$ cat config.mk
export PLATFORM = sky130hd
export DESIGN_NAME = cache_maint_err_arbiter
export DESIGN_NICKNAME = d
export VERILOG_FILES = /design/src/rtl/cmea_pkg.sv /design/src/rtl/cmea_op_decode.sv /design/src/rtl/cmea_err_reduce.sv /design/src/rtl/cmea_decide.sv /design/src/rtl/cache_maint_err_arbiter.sv
export SDC_FILE = /design/constraint.sdc
export NUM_CORES = 1
export LEC_CHECK = 0
export ABC_AREA = 1
export BUFFER_PORTS_ARGS = -buffer_cell sky130_fd_sc_hd__buf_2
export CORE_MARGIN = 4
export CORE_UTILIZATION = 40
export CTS_BUF_LIST = sky130_fd_sc_hd__clkbuf_2 sky130_fd_sc_hd__clkbuf_4 sky130_fd_sc_hd__clkbuf_8
export DETAILED_ROUTE_END_ITERATION = 12
export PLACE_DENSITY = 0.77
export SYNTH_ARGS = -nofsm -noshare
export SYNTH_HDL_FRONTEND = slang
export SYNTH_SLANG_ARGS = --single-unit
$ cat constraint.sdc
create_clock -name clk -period 0.8 [get_ports clk]
set_input_delay 0.04 -clock clk [delete_from_list [all_inputs] [get_ports clk]]
set_output_delay 0.04 -clock clk [all_outputs]
set_load 0.1 [all_outputs]
$ cat src/rtl/cmea_pkg.sv
package cmea_pkg;

   localparam int unsigned OP_W  = 4;
   localparam int unsigned ERR_W = 2;

   localparam logic [OP_W-1:0] OP_IC_INV_ALL = 4'd1;
   localparam logic [OP_W-1:0] OP_DC_INV_ALL = 4'd2;
   localparam logic [OP_W-1:0] OP_IC_INV_VA  = 4'd3;
   localparam logic [OP_W-1:0] OP_DC_INV_VA  = 4'd4;
   localparam logic [OP_W-1:0] OP_DC_INV_SW  = 4'd5;
   localparam logic [OP_W-1:0] OP_DC_CLN_VA  = 4'd6;
   localparam logic [OP_W-1:0] OP_DC_CLN_SW  = 4'd7;
   localparam logic [OP_W-1:0] OP_DC_CI_VA   = 4'd8;
   localparam logic [OP_W-1:0] OP_DC_CI_SW   = 4'd9;
   localparam logic [OP_W-1:0] OP_COH_MAINT  = 4'd10;

   // how the target line is dropped for a given operation
   typedef enum logic [2:0] {
      INV_NEVER      = 3'd0,
      INV_ALWAYS     = 3'd1,
      INV_ON_HIT     = 3'd2,
      INV_HIT_OR_ERR = 3'd3,
      INV_HIT_CLEAN  = 3'd4
   } inv_mode_e;

   typedef struct packed {
      logic      known;
      inv_mode_e inv;
      logic      report;
      logic      may_abort;
      logic      clean;
      logic      need_hit;
   } op_policy_t;

   typedef struct packed {
      logic any_cor;
      logic any_unc;
      logic meta_unc;
   } err_summary_t;

   typedef struct packed {
      logic inval;
      logic wb;
      logic cor;
      logic unc;
      logic abort;
   } decision_t;

   function automatic logic err_is_unc(input logic [ERR_W-1:0] e);
      return e[1];
   endfunction

   function automatic logic err_is_cor(input logic [ERR_W-1:0] e);
      return (e == 2'b01);
   endfunction

endpackage

$ cat src/rtl/cmea_op_decode.sv
module cmea_op_decode
   import cmea_pkg::*;
(
   input  logic [OP_W-1:0] op_i,
   output op_policy_t      pol_o
);

   always_comb begin
      pol_o = '0;
      pol_o.inv = INV_NEVER;
      case (op_i)
         OP_IC_INV_ALL, OP_DC_INV_ALL: begin
            pol_o.known = 1'b1;
            pol_o.inv   = INV_ALWAYS;
         end
         OP_IC_INV_VA: begin
            pol_o.known  = 1'b1;
            pol_o.inv    = INV_HIT_OR_ERR;
            pol_o.report = 1'b1;
         end
         OP_DC_INV_VA: begin
            pol_o.known     = 1'b1;
            pol_o.inv       = INV_ON_HIT;
            pol_o.report    = 1'b1;
            pol_o.may_abort = 1'b1;
         end
         OP_DC_INV_SW: begin
            pol_o.known  = 1'b1;
            pol_o.inv    = INV_ALWAYS;
            pol_o.report = 1'b1;
         end
         OP_DC_CLN_VA: begin
            pol_o.known     = 1'b1;
            pol_o.report    = 1'b1;
            pol_o.may_abort = 1'b1;
            pol_o.clean     = 1'b1;
            pol_o.need_hit  = 1'b1;
         end
         OP_DC_CLN_SW: begin
            pol_o.known     = 1'b1;
            pol_o.report    = 1'b1;
            pol_o.may_abort = 1'b1;
            pol_o.clean     = 1'b1;
         end
         OP_DC_CI_VA: begin
            pol_o.known     = 1'b1;
            pol_o.inv       = INV_ON_HIT;
            pol_o.report    = 1'b1;
            pol_o.may_abort = 1'b1;
            pol_o.clean     = 1'b1;
            pol_o.need_hit  = 1'b1;
         end
         OP_DC_CI_SW: begin
            pol_o.known     = 1'b1;
            pol_o.inv       = INV_ALWAYS;
            pol_o.report    = 1'b1;
            pol_o.may_abort = 1'b1;
            pol_o.clean     = 1'b1;
         end
         OP_COH_MAINT: begin
            pol_o.known  = 1'b1;
            pol_o.inv    = INV_HIT_CLEAN;
            pol_o.report = 1'b1;
         end
         default: pol_o = '0; // unknown codes do nothing
      endcase
   end

endmodule

$ cat src/rtl/cmea_err_reduce.sv
module cmea_err_reduce
   import cmea_pkg::*;
#(
   parameter int unsigned NUM_WORDS = 4
)(
   input  logic [ERR_W-1:0]           tag_err_i,
   input  logic [ERR_W-1:0]           dirty_err_i,
   input  logic [NUM_WORDS*ERR_W-1:0] data_err_i,
   output err_summary_t               summ_o,
   output logic [NUM_WORDS-1:0]       word_unc_o
);

   logic [NUM_WORDS-1:0] word_cor;
   logic                 meta_unc;
   logic                 meta_cor;

   for (genvar w = 0; w < NUM_WORDS; w++) begin : g_word
      assign word_unc_o[w] = err_is_unc(data_err_i[w*ERR_W +: ERR_W]);
      assign word_cor[w]   = err_is_cor(data_err_i[w*ERR_W +: ERR_W]);
   end

   assign meta_unc = err_is_unc(tag_err_i) | err_is_unc(dirty_err_i);
   assign meta_cor = err_is_cor(tag_err_i) | err_is_cor(dirty_err_i);

   assign summ_o.meta_unc = meta_unc;
   assign summ_o.any_unc  = meta_unc | (|word_unc_o);
   assign summ_o.any_cor  = meta_cor | (|word_cor);

endmodule

$ cat src/rtl/cmea_decide.sv
module cmea_decide
   import cmea_pkg::*;
#(
   parameter int unsigned NUM_WORDS = 4
)(
   input  op_policy_t           pol_i,
   input  err_summary_t         summ_i,
   input  logic [NUM_WORDS-1:0] word_unc_i,
   input  logic                 hit_i,
   input  logic                 dirty_i,
   input  logic                 force_wt_i,
   input  logic                 abort_en_i,
   output decision_t            dec_o,
   output logic [NUM_WORDS-1:0] mask_o
);

   logic target;
   logic eff_dirty;
   logic any_err;

   assign target    = pol_i.need_hit ? hit_i : 1'b1;
   assign eff_dirty = dirty_i & ~force_wt_i;
   assign any_err   = summ_i.any_cor | summ_i.any_unc;

   always_comb begin
      dec_o = '0;
      if (pol_i.known) begin
         case (pol_i.inv)
            INV_ALWAYS:     dec_o.inval = 1'b1;
            INV_ON_HIT:     dec_o.inval = hit_i;
            INV_HIT_OR_ERR: dec_o.inval = hit_i | any_err;
            INV_HIT_CLEAN:  dec_o.inval = hit_i & ~dirty_i;
            default:        dec_o.inval = 1'b0;
         endcase
         dec_o.wb    = pol_i.clean & target & eff_dirty & ~summ_i.meta_unc;
         dec_o.cor   = pol_i.report & summ_i.any_cor;
         dec_o.unc   = pol_i.report & summ_i.any_unc;
         dec_o.abort = pol_i.may_abort &
                       (summ_i.any_unc | (summ_i.any_cor & abort_en_i));
      end
   end

   assign mask_o = dec_o.wb ? ~word_unc_i : '0;

endmodule

$ cat src/rtl/cache_maint_err_arbiter.sv
module cache_maint_err_arbiter
   import cmea_pkg::*;
#(
   parameter int unsigned NUM_WORDS = 4
)(
   input  logic                       clk,
   input  logic                       rst_n,
   input  logic                       req_valid_i,
   input  logic [3:0]                 req_op_i,
   input  logic                       line_hit_i,
   input  logic                       line_dirty_i,
   input  logic [1:0]                 tag_err_i,
   input  logic [1:0]                 dirty_err_i,
   input  logic [2*NUM_WORDS-1:0]     data_err_i,
   input  logic                       force_wt_i,
   input  logic                       abort_en_i,
   output logic                       inval_o,
   output logic                       wb_req_o,
   output logic [NUM_WORDS-1:0]       wb_mask_o,
   output logic                       evt_cor_o,
   output logic                       evt_unc_o,
   output logic                       abort_o
);

   if (NUM_WORDS < 1 || NUM_WORDS > 64) begin : g_bad_words
      $error("NUM_WORDS must lie in 1..64");
   end
   if (OP_W != 4 || ERR_W != 2) begin : g_bad_pkg
      $error("port widths disagree with package widths");
   end

   op_policy_t           pol;
   err_summary_t         summ;
   logic [NUM_WORDS-1:0] word_unc;
   decision_t            dec_d, dec_q;
   logic [NUM_WORDS-1:0] mask_d, mask_q;

   cmea_op_decode u_decode (
      .op_i  (req_op_i),
      .pol_o (pol)
   );

   cmea_err_reduce #(.NUM_WORDS(NUM_WORDS)) u_reduce (
      .tag_err_i   (tag_err_i),
      .dirty_err_i (dirty_err_i),
      .data_err_i  (data_err_i),
      .summ_o      (summ),
      .word_unc_o  (word_unc)
   );

   cmea_decide #(.NUM_WORDS(NUM_WORDS)) u_decide (
      .pol_i      (pol),
      .summ_i     (summ),
      .word_unc_i (word_unc),
      .hit_i      (line_hit_i),
      .dirty_i    (line_dirty_i),
      .force_wt_i (force_wt_i),
      .abort_en_i (abort_en_i),
      .dec_o      (dec_d),
      .mask_o     (mask_d)
   );

   // one register stage, strobes cleared when no request
   always_ff @(posedge clk or negedge rst_n) begin
      if (!rst_n) begin
         dec_q  <= '0;
         mask_q <= '0;
      end else if (req_valid_i) begin
         dec_q  <= dec_d;
         mask_q <= mask_d;
      end else begin
         dec_q  <= '0;
         mask_q <= '0;
      end
   end

   assign inval_o   = dec_q.inval;
   assign wb_req_o  = dec_q.wb;
   assign wb_mask_o = mask_q;
   assign evt_cor_o = dec_q.cor;
   assign evt_unc_o = dec_q.unc;
   assign abort_o   = dec_q.abort;

   a_r1_idle_quiet: assert property (@(posedge clk) disable iff (!rst_n)
      !req_valid_i |=> !(inval_o || wb_req_o || evt_cor_o || evt_unc_o || abort_o));

   a_r3_inv_all_silent: assert property (@(posedge clk) disable iff (!rst_n)
      req_valid_i && (req_op_i == OP_IC_INV_ALL || req_op_i == OP_DC_INV_ALL)
      |=> inval_o && !wb_req_o && !evt_cor_o && !evt_unc_o && !abort_o);

   a_r7_meta_unc_no_wb: assert property (@(posedge clk) disable iff (!rst_n)
      req_valid_i && (tag_err_i[1] || dirty_err_i[1]) |=> !wb_req_o);

   a_r8_fwt_no_wb: assert property (@(posedge clk) disable iff (!rst_n)
      req_valid_i && force_wt_i |=> !wb_req_o);

   a_r9_mask_needs_wb: assert property (@(posedge clk) disable iff (!rst_n)
      (wb_mask_o != '0) |-> wb_req_o);

   a_r10_unc_aborts: assert property (@(posedge clk) disable iff (!rst_n)
      req_valid_i && summ.any_unc &&
      (req_op_i == OP_DC_INV_VA || (req_op_i >= OP_DC_CLN_VA && req_op_i <= OP_DC_CI_SW))
      |=> abort_o);

   a_r11_coh_never_aborts: assert property (@(posedge clk) disable iff (!rst_n)
      req_valid_i && req_op_i == OP_COH_MAINT |=> !abort_o && !wb_req_o);

   a_r12_unknown_idle: assert property (@(posedge clk) disable iff (!rst_n)
      req_valid_i && (req_op_i == 4'd0 || req_op_i > OP_COH_MAINT)
      |=> !(inval_o || wb_req_o || evt_cor_o || evt_unc_o || abort_o));

endmodule

==> flow_summary.json, run 1 <==
{
  "status": "finished, violations left",
  "violations": "negative setup slack",
  "syn_area_per_cell_um2": 6.639,
  "portBuffers": 31,
  "setup_ws_ns": -0.1036,
  "viasPerCell": 5.049,
  "end_kind": "primary output",
  "initial_utilization_pct": 42.83,
  "crit_required_ns": 0.76,
  "dp_worst_setup_slack_ns": -0.1435,
  "overflow": 0,
  "synthFlopType": "dfrtp_1",
  "placed_area_um2": 907.1,
  "fin_setup_tns_ns": -0.7970,
  "top_layer": "met4",
  "core_um2": 1318,
  "ant_nets": 0,
  "post-route-util_pct": 75.12,
  "synth_edf_count": 0,
  "timing.final.crit_share_pct": 112.9,
  "synthCells": 85,
  "setup_viol": 9,
  "max_freq_ghz": 1.107,
  "die_h_um": 45.56,
  "vdd_ir_drop_max_mv": 0.6265,
  "pin_count": 32,
  "stdcell_area_um2": 989.7,
  "post-synth-top-count-cell": "nand2_1",
  "slew_viol_final": 0,
  "max_stage_delay_ns": 0.43,
  "synthTopCellsByCount": "26 x nand2_1, 20 x inv_1, 15 x nor2_1, 9 x dfrtp_1, 5 x nand3_1",
  "path_cells": "buf_12",
  "min_period_ns": 0.9036,
  "max_slew_margin_pct": 81.15,
  "met3_length_um": 148,
  "routabilityCongestion": 0.8301,
  "tightestPinTransition_ns": 0.2798,
  "leakage_nw": 0.5712,
  "ys_ff_latch": 9,
  "hold_violations": 0,
  "drive_gt1_share_pct": 41.41,
  "drc_errors": 0,
  "cts_tree": "done",
  "yosys.area.top_type": "dfrtp_1",
  "critPathArrivalTime_ns": 0.86,
  "cts_buffer_depth": 2,
  "cp-start-kind": "flop",
  "seq_area_frac_synth_pct": 39.91,
  "die-area_um2": 2076,
  "fill_cells": 80,
  "grt_antenna_before_repair": 0,
  "m1WireLength_um": 621,
  "cp_num_buf_inv": 1,
  "criticalPathCategory": "flop to primary output",
  "yosys_warnings": 0,
  "syn-num-nets": 108,
  "wl_met2_um": 893,
  "grt_first_pass_wirelength_mm": 2.822,
  "die_w_um": 45.56,
  "clk_pin_slew_ns": 0.07,
  "synth.top_cell.area_share_pct": 39.91,
  "wire_per_inst_um": 12.49,
  "diodes": 0,
  "place_hpwl_mm": 1.317,
  "finalPower_mw": 1.322,
  "vias": 722,
  "grtUsageTotal_pct": 19.59,
  "drtPass1Iterations": 5,
  "grt_max_degree": 10,
  "placementRows": 13,
  "cpMaxStageDelayCell": "dfrtp_2",
  "cts_sinks": 9,
  "routed_wl_mm": 1.786,
  "synth_cell_type_count": 13,
  "cts_root_buffer": "clkbuf_4",
  "worstPathMaxFanout": 1,
  "critical-path-top-delay-family": "flip-flops",
  "cap_viol_max_count": 0,
  "rsz0062_at_grt": "true",
  "cts_buffers": 3,
  "synthTopCellsByArea": "dfrtp_1 40%, nand2_1 17%, inv_1 13%, nor2_1 10%, nand3_1 4.4%",
  "first_iter_violations": 36,
  "synth_area_um2": 564.3,
  "synthArstFlopShare_pct": 100.0,
  "grt_pass1_vias": 679,
  "hold_path.class": "primary input to flop",
  "ctsHtreeMaxLevel": 1,
  "area.growth.synth_to_final_pct": 75.39,
  "powerDensity_nw_per_um2": 1335,
  "layout.nets": 152
}
[placed cells by master, fill, tap and decap left out]
cell type	n
o21ai_0	3
nand3_2	1
dlygate4sd3_1	5
a21oi_2	1
dfrtp_2	9
nor4_4	1
nor2_1	14
buf_2	22
clkbuf_4	4
nand3_1	5
or2_4	1
buf_4	3
a21oi_1	1
nor2_2	1
buf_12	9
inv_1	20
nand2_1	26
o21ai_1	1
a21boi_2	1
[registers in the layout, summed over array words and instances, names as in the netlist]
register / flops
wb_mask_o: 4
evt_unc_o: 1
evt_cor_o: 1
inval_o: 1
abort_o: 1
wb_req_o: 1
[cell type report]
| class | count | area [µm²] | share of cell area (%) |
|---|---|---|---|
| repair buffers | 39 | 362.8 | 36.66 |
| multi-input cells | 56 | 266.5 | 26.93 |
| flip-flops and latches | 9 | 236.5 | 23.89 |
| inverters | 20 | 75.07 | 7.585 |
| clock buffers | 4 | 30.03 | 3.034 |
| well taps | 15 | 18.77 | 1.896 |
[worst paths after layout]
| kind | slack (ns) | cells after the start | endpoint | from |
|---|---|---|---|---|
| max in group asynchronous | 0.44 | 2 | evt_unc_o$_DFF_PN0_ | rst_n |
| worst min-delay path | 0.04 | 3 | inval_o$_DFF_PN0_ | req_valid_i |
| worst max-delay path | -0.10 | 1 | abort_o | abort_o$_DFF_PN0_ |
| min in group asynchronous | 0.16 | 2 | wb_mask_o[0]$_DFF_PN0_ | rst_n |
[worst min-delay path, delay by kind of cell]
family,cells,cell delay [ns]
buffers and inverters,2,0.20
AOI/OAI and AO/OA,1,0.03
[timing repair]
item                       CTS  global route
hold buffers                 5             0
setup endpoints to repair    9            10
buffers inserted             0             0
hold endpoints to repair    13             0
resized for setup            0             1
[power by group]
group / internal [mW] / switching, mW
Sequential: 0.474 / 0.0152
Clock: 0.227 / 0.170
Combinational: 0.171 / 0.265
[routing by layer]
layer | global-route usage [%] | vias to the layer above
li1 | - | 342
met1 | 20.15 | 315
met2 | 35.38 | 44
met3 | 2.372 | 21
met4 | 14.62 | 0
met5 | 0 | -
[kinds of logic after synthesis]
group,count (synthesis),synth area share [%]
buf+inv,20,13.30
flops,9,39.91
compound gates,7,7.980
simple gates,49,38.80
[stage by stage]
step / hold slack, ns / cells
after CTS: 0.02689 / 143
after global placement: -0.1112 / 134
after global routing: 0.04598 / 143
after detailed placement: -0.1018 / 134
final: 0.03913 / 143
after floorplan: -0.2556 / 85
Power figures use the tool's default switching activity.
==> run 2: changes to the inputs <==
--- a/config.mk
+++ b/config.mk
@@ -7,10 +7,10 @@
 export LEC_CHECK = 0
 export ABC_AREA = 1
 export BUFFER_PORTS_ARGS = -buffer_cell sky130_fd_sc_hd__buf_2
-export CORE_MARGIN = 4
-export CORE_UTILIZATION = 40
+export CORE_AREA = 4 4 41 43
 export CTS_BUF_LIST = sky130_fd_sc_hd__clkbuf_2 sky130_fd_sc_hd__clkbuf_4 sky130_fd_sc_hd__clkbuf_8
 export DETAILED_ROUTE_END_ITERATION = 12
+export DIE_AREA = 0 0 45 47
 export PLACE_DENSITY = 0.77
 export SYNTH_ARGS = -nofsm -noshare
 export SYNTH_HDL_FRONTEND = slang
==> constraint.sdc (replaced) <==
create_clock -name clk -period 1 [get_ports clk]
set_input_delay 0.05 -clock clk [delete_from_list [all_inputs] [get_ports clk]]
set_output_delay 0.05 -clock clk [all_outputs]
set_load 0.1 [all_outputs]
==> run 2 against run 1 <==
Net effect:
- the flow now finishes without violations
- die area increased by 1.9%
- first-iteration DRC count decreased by 92%
- critical path depth unchanged
- clock-buffer cell count unchanged
- wire length decreased by 18%
- sequential share of layout area decreased by 0.27 points
- design area decreased by 3.7%
- via count decreased by 11%
- global-route usage decreased by 3.6 points
- power decreased by 23%
- final cell count decreased by 2.1%
- largest cell class unchanged
==> flow_summary.json, run 2 (same netlist as run 1, synthesis figures left out) <==
{
  "clk_pin_slew_ns": 0.06,
  "hold_path.class": "primary input to flop",
  "p_comb_share_pct": 32.7,
  "grt_max_degree": 10,
  "overflow": 0,
  "cp_num_buf_inv": 1,
  "ctsHtreeMaxLevel": 1,
  "tightestPinTransition_ns": 0.2613,
  "clkPwrFrac_pct": 29.0,
  "min_period_ns": 0.8748,
  "worstHoldPathCells": 3,
  "layout_common_cells": "26 x nand2_1, 22 x buf_2, 20 x inv_1, 15 x nor2_1",
  "crit_required_ns": 0.95,
  "grtUsageTotal_pct": 16.01,
  "leakage_nw": 0.5706,
  "max_freq_ghz": 1.143,
  "cts_tree": "done",
  "dp_worst_setup_slack_ns": 0.04996,
  "cp-start-kind": "flop",
  "finalPower_mw": 1.011,
  "ant_nets": 0,
  "p_sw_share_pct": 32.13,
  "routed_wl_mm": 1.464,
  "setup_viol": 0,
  "wire_per_inst_um": 10.46,
  "drive_gt1_share_pct": 32.00,
  "drc_errors": 0,
  "layout_commonest_cell": "nand2_1",
  "critPathArrivalTime_ns": 0.82,
  "layout.nets": 149,
  "portBuffers": 31,
  "grt_pass1_vias": 638,
  "cts_resized": 0,
  "p_int_mw": 0.6864,
  "routabilityCongestion": 0.8240,
  "initial_utilization_pct": 43.37,
  "vdd_ir_drop_max_mv": 0.6230,
  "drtPass1Iterations": 3,
  "placementRows": 13,
  "hold_start": "req_valid_i",
  "cts_buffer_depth": 2,
  "slew_viol_final": 0,
  "min_to": "inval_o$_DFF_PN0_",
  "fill_cells": 110,
  "hold_violations": 0,
  "rsz0062_at_grt": "false",
  "die_w_um": 45,
  "finalHoldWorstSlack_ns": 0.06618,
  "seqPwrFrac_pct": 38.3,
  "status": "complete, no violations",
  "setup_ws_ns": 0.1252,
  "cap_viol_max_count": 0,
  "powerDensity_nw_per_um2": 1061,
  "worstPathMaxFanout": 1,
  "vias": 645,
  "dp_cells": 131,
  "max_slew_margin_pct": 82.52,
  "cpMaxStageDelayCell": "dfrtp_1",
  "core_um2": 1301,
  "first_iter_violations": 3,
  "path_cells": "buf_12",
  "die_h_um": 47,
  "area.growth.synth_to_final_pct": 68.96,
  "cts_buffers": 3,
  "criticalPathCategory": "flop to primary output",
  "diodes": 0,
  "fin_setup_tns_ns": 0,
  "cts_sinks": 9,
  "pin_count": 32,
  "max_stage_delay_ns": 0.40,
  "timing.final.crit_share_pct": 87.48,
  "die-area_um2": 2115,
  "fin_cells": 140,
  "p_switching_mw": 0.3250,
  "cts_root_buffer": "clkbuf_4",
  "end_kind": "primary output",
  "place_hpwl_mm": 1.182,
  "grt_first_pass_wirelength_mm": 2.463,
  "viasPerCell": 4.607,
  "grt_antenna_before_repair": 0,
  "largest_reg_flops": 4,
  "critical-path-top-delay-family": "flip-flops"
}
==> run 2: per-layer routing <==
layer | vias to the layer above | part of all wire [%] | GRT usage (%)
met5 | - | 0 | 0
met4 | 0 | 1.7 | 8.772
met3 | 2 | 6.4 | 1.916
met2 | 19 | 55 | 30.51
met1 | 294 | 37 | 17.02
li1 | 330 | - | -
==> run 2: how the worst max path moves through the flow <==
stage	start	to	slack (ns)	cells past startpoint
final	abort_o$_DFF_PN0_	abort_o	0.13	1
after global routing	abort_o$_DFF_PN0_	abort_o	0.1	1
after CTS	abort_o$_DFF_PN0_	abort_o	0.11	1
after detailed placement	dirty_err_i[1]	wb_mask_o[1]$_DFF_PN0_	0.05	5
after global placement	dirty_err_i[1]	inval_o$_DFF_PN0_	0.1	6
after floorplan	abort_o$_DFF_PN0_	abort_o	0.07	0
==> run 2: timing repair <==
item                                   4_1_cts  5_1_grt
hold buffers                                 5        0
endpoints found under the hold margin       13        0
setup buffers                                0        0
==> run 2: power by group through the flow <==
stage	Sequential (mW)	Clock (mW)	Combinational (mW)
finish	0.388	0.293	0.331
global route	0.388	0.319	0.356
CTS	0.388	0.301	0.329
detailed placement	0.395	0	0.313
global placement	0.394	0	0.307
floorplan	0.482	0	0.0860
==> run 2: stage by stage <==
stage,util [%],area (µm²)
floorplan,-,564.3
global route,73.27,953.4
CTS,73.27,953.4
global placement,67.12,873.3
detailed placement,67.12,873.3
finish,73.27,953.4
==> run 2: cell type report <==
type	count	area, µm²	area share (%)
inverters	20	75.07	7.874
well taps	15	18.77	1.969
flip-flops and latches	9	225.2	23.62
repair buffers	36	340.3	35.70
multi-input cells	56	264.0	27.69
clock buffers	4	30.03	3.150
==> run 3: changes to the inputs <==
--- a/config.mk
+++ b/config.mk
@@ -7,11 +7,12 @@
 export LEC_CHECK = 0
 export ABC_AREA = 1
 export BUFFER_PORTS_ARGS = -buffer_cell sky130_fd_sc_hd__buf_2
-export CORE_AREA = 4 4 41 43
+export CORE_AREA = 2 2 39 41
 export CTS_BUF_LIST = sky130_fd_sc_hd__clkbuf_2 sky130_fd_sc_hd__clkbuf_4 sky130_fd_sc_hd__clkbuf_8
 export DETAILED_ROUTE_END_ITERATION = 12
-export DIE_AREA = 0 0 45 47
+export DIE_AREA = 0 0 41 43
 export PLACE_DENSITY = 0.77
+export SETUP_SLACK_MARGIN = 0.4
 export SYNTH_ARGS = -nofsm -noshare
 export SYNTH_HDL_FRONTEND = slang
 export SYNTH_SLANG_ARGS = --single-unit
==> run 3 against run 2 <==
Net effect:
- the flow now finishes with violations (negative hold slack)
- global-route usage up 0.87 points
- utilization increased by 1.5 points
- combinational power grew 11%
- sequential power rose by 2%
- non-clock buffer count fell by 4
- clock power up 6%
- final cell count down 2.1%
- critical path depth is the same
- die area shrank 17%
- design area grew 8.5%
- power rose by 6.0%
- highest routed layer unchanged
==> flow_summary.json, run 3 (same netlist as run 1, synthesis figures left out) <==
{
  "die-area_um2": 1763,
  "layout.nets": 145,
  "routabilityCongestion": 0.8153,
  "powerDensity_nw_per_um2": 1037,
  "cpMaxStageDelayCell": "dfrtp_4",
  "largest_reg_flops": 4,
  "max_stage_delay_ns": 0.48,
  "violations": "negative hold slack",
  "grt_max_degree": 10,
  "min_period_ns": 0.9721,
  "clk_pin_slew_ns": 0.06,
  "diodes": 0,
  "max_freq_ghz": 1.029,
  "cp-start-kind": "flop",
  "ctsHtreeMaxLevel": 1,
  "path_cells": "buf_12",
  "routed_wl_mm": 1.332,
  "cts_tree": "done",
  "ant_nets": 0,
  "stdcell_area_um2": 1035,
  "critical-path-top-delay-family": "flip-flops",
  "criticalPathCategory": "flop to primary output",
  "wire_per_inst_um": 9.723,
  "vias": 627,
  "die_h_um": 43,
  "max_slew_margin_pct": 84.65,
  "first_iter_violations": 4,
  "drive_gt1_share_pct": 56.20,
  "grt_antenna_before_repair": 0,
  "hold_violations": 4,
  "critPathArrivalTime_ns": 0.92,
  "overflow": 0,
  "ctsHoldBuffers": 1,
  "core_um2": 1384,
  "busiest_layer": "met2",
  "grt_pass1_vias": 563,
  "end_kind": "primary output",
  "grt_first_pass_wirelength_mm": 2.028,
  "viasPerCell": 4.577,
  "drc_errors": 0,
  "ff_latch_area_um2": 246.5,
  "multi_input_area_um2": 335.3,
  "fin_setup_tns_ns": 0,
  "hold_path.class": "primary input to flop",
  "vdd_ir_drop_max_mv": 0.5520,
  "fill_cells": 88,
  "timing.final.crit_share_pct": 97.21,
  "status": "finished, violations left",
  "die_w_um": 41,
  "portBuffers": 31,
  "drtPass1Iterations": 4,
  "pin_count": 32,
  "use_met2_pct": 28.75,
  "worstPathMaxFanout": 1,
  "leakage_nw": 0.5570,
  "grtUsageMet1_pct": 18.46,
  "cts_root_buffer": "clkbuf_4",
  "finalHoldWorstSlack_ns": -0.06850,
  "cap_viol_max_count": 0,
  "cts_buffers": 3,
  "layout_commonest_cell": "nand2_1",
  "grtUsageTotal_pct": 16.89,
  "placementRows": 14,
  "cts_buffer_depth": 2,
  "cts_sinks": 9,
  "place_hpwl_mm": 1.034,
  "crit_required_ns": 0.95,
  "postCtsSetupBuffers": 0,
  "met3_usage_pct": 3.665,
  "initial_utilization_pct": 40.78,
  "cp_num_buf_inv": 1,
  "setup_viol": 0,
  "slew_viol_final": 0,
  "rsz0062_at_grt": "true",
  "layout_common_cells": "19 x nand2_1, 16 x inv_1, 15 x buf_2, 10 x nor2_1, 9 x buf_12",
  "area.growth.synth_to_final_pct": 83.37,
  "placed_area_um2": 903.4,
  "tightestPinTransition_ns": 0.2285
}
==> run 3: final cells by class <==
type,instances,share of cell area [%]
Clock buffer,4,2.902
Sequential cell,9,23.82
Tap cell,16,1.935
Multi-Input combinational cell,56,32.41
Inverter,20,7.497
Timing Repair Buffer,32,31.44
==> run 3: repair_timing <==
action | in CTS | in global routing
endpoints found under the hold margin | 13 | 4
endpoints found under the setup margin | 15 | 18
pin swaps | 2 | 11
resized for setup | 6 | 28
==> run 3: layer usage <==
metal,routed length (µm),part of all wire (%)
met2,770,58
met3,68,5.1
met1,475,36
met5,0,0
met4,19,1.4
==> run 3: final timing paths <==
kind | startpoint | to | slack (ns) | cells past startpoint
max | wb_req_o$_DFF_PN0_ | wb_req_o | 0.03 | 1
min | data_err_i[1] | wb_mask_o[0]$_DFF_PN0_ | -0.07 | 2
min in group asynchronous | rst_n | wb_mask_o[1]$_DFF_PN0_ | 0.15 | 2
max in group asynchronous | rst_n | inval_o$_DFF_PN0_ | 0.66 | 2
==> run 3: power breakdown <==
part / leakage (nW) / internal, mW / switching [mW]
logic: 0.431 / 0.144 / 0.223
clock network: 0.0184 / 0.181 / 0.131
registers: 0.108 / 0.384 / 0.00998
total: 0.557 / 0.709 / 0.364
==> run 3: per-stage QoR <==
stage	hold slack, ns	power [mW]	utilization (%)	std cells	setup WS (ns)
final	-0.06850	1.073	74.77	137	0.02787
after global routing	-0.06983	1.123	74.77	137	0.02030
after CTS	-0.04915	1.030	69.35	137	0.02796
after detailed placement	-0.09579	0.7163	65.28	132	0.04306
after global placement	-0.1043	0.7114	65.28	132	0.09874
after floorplan	-0.2456	0.5800	-	85	0.2693
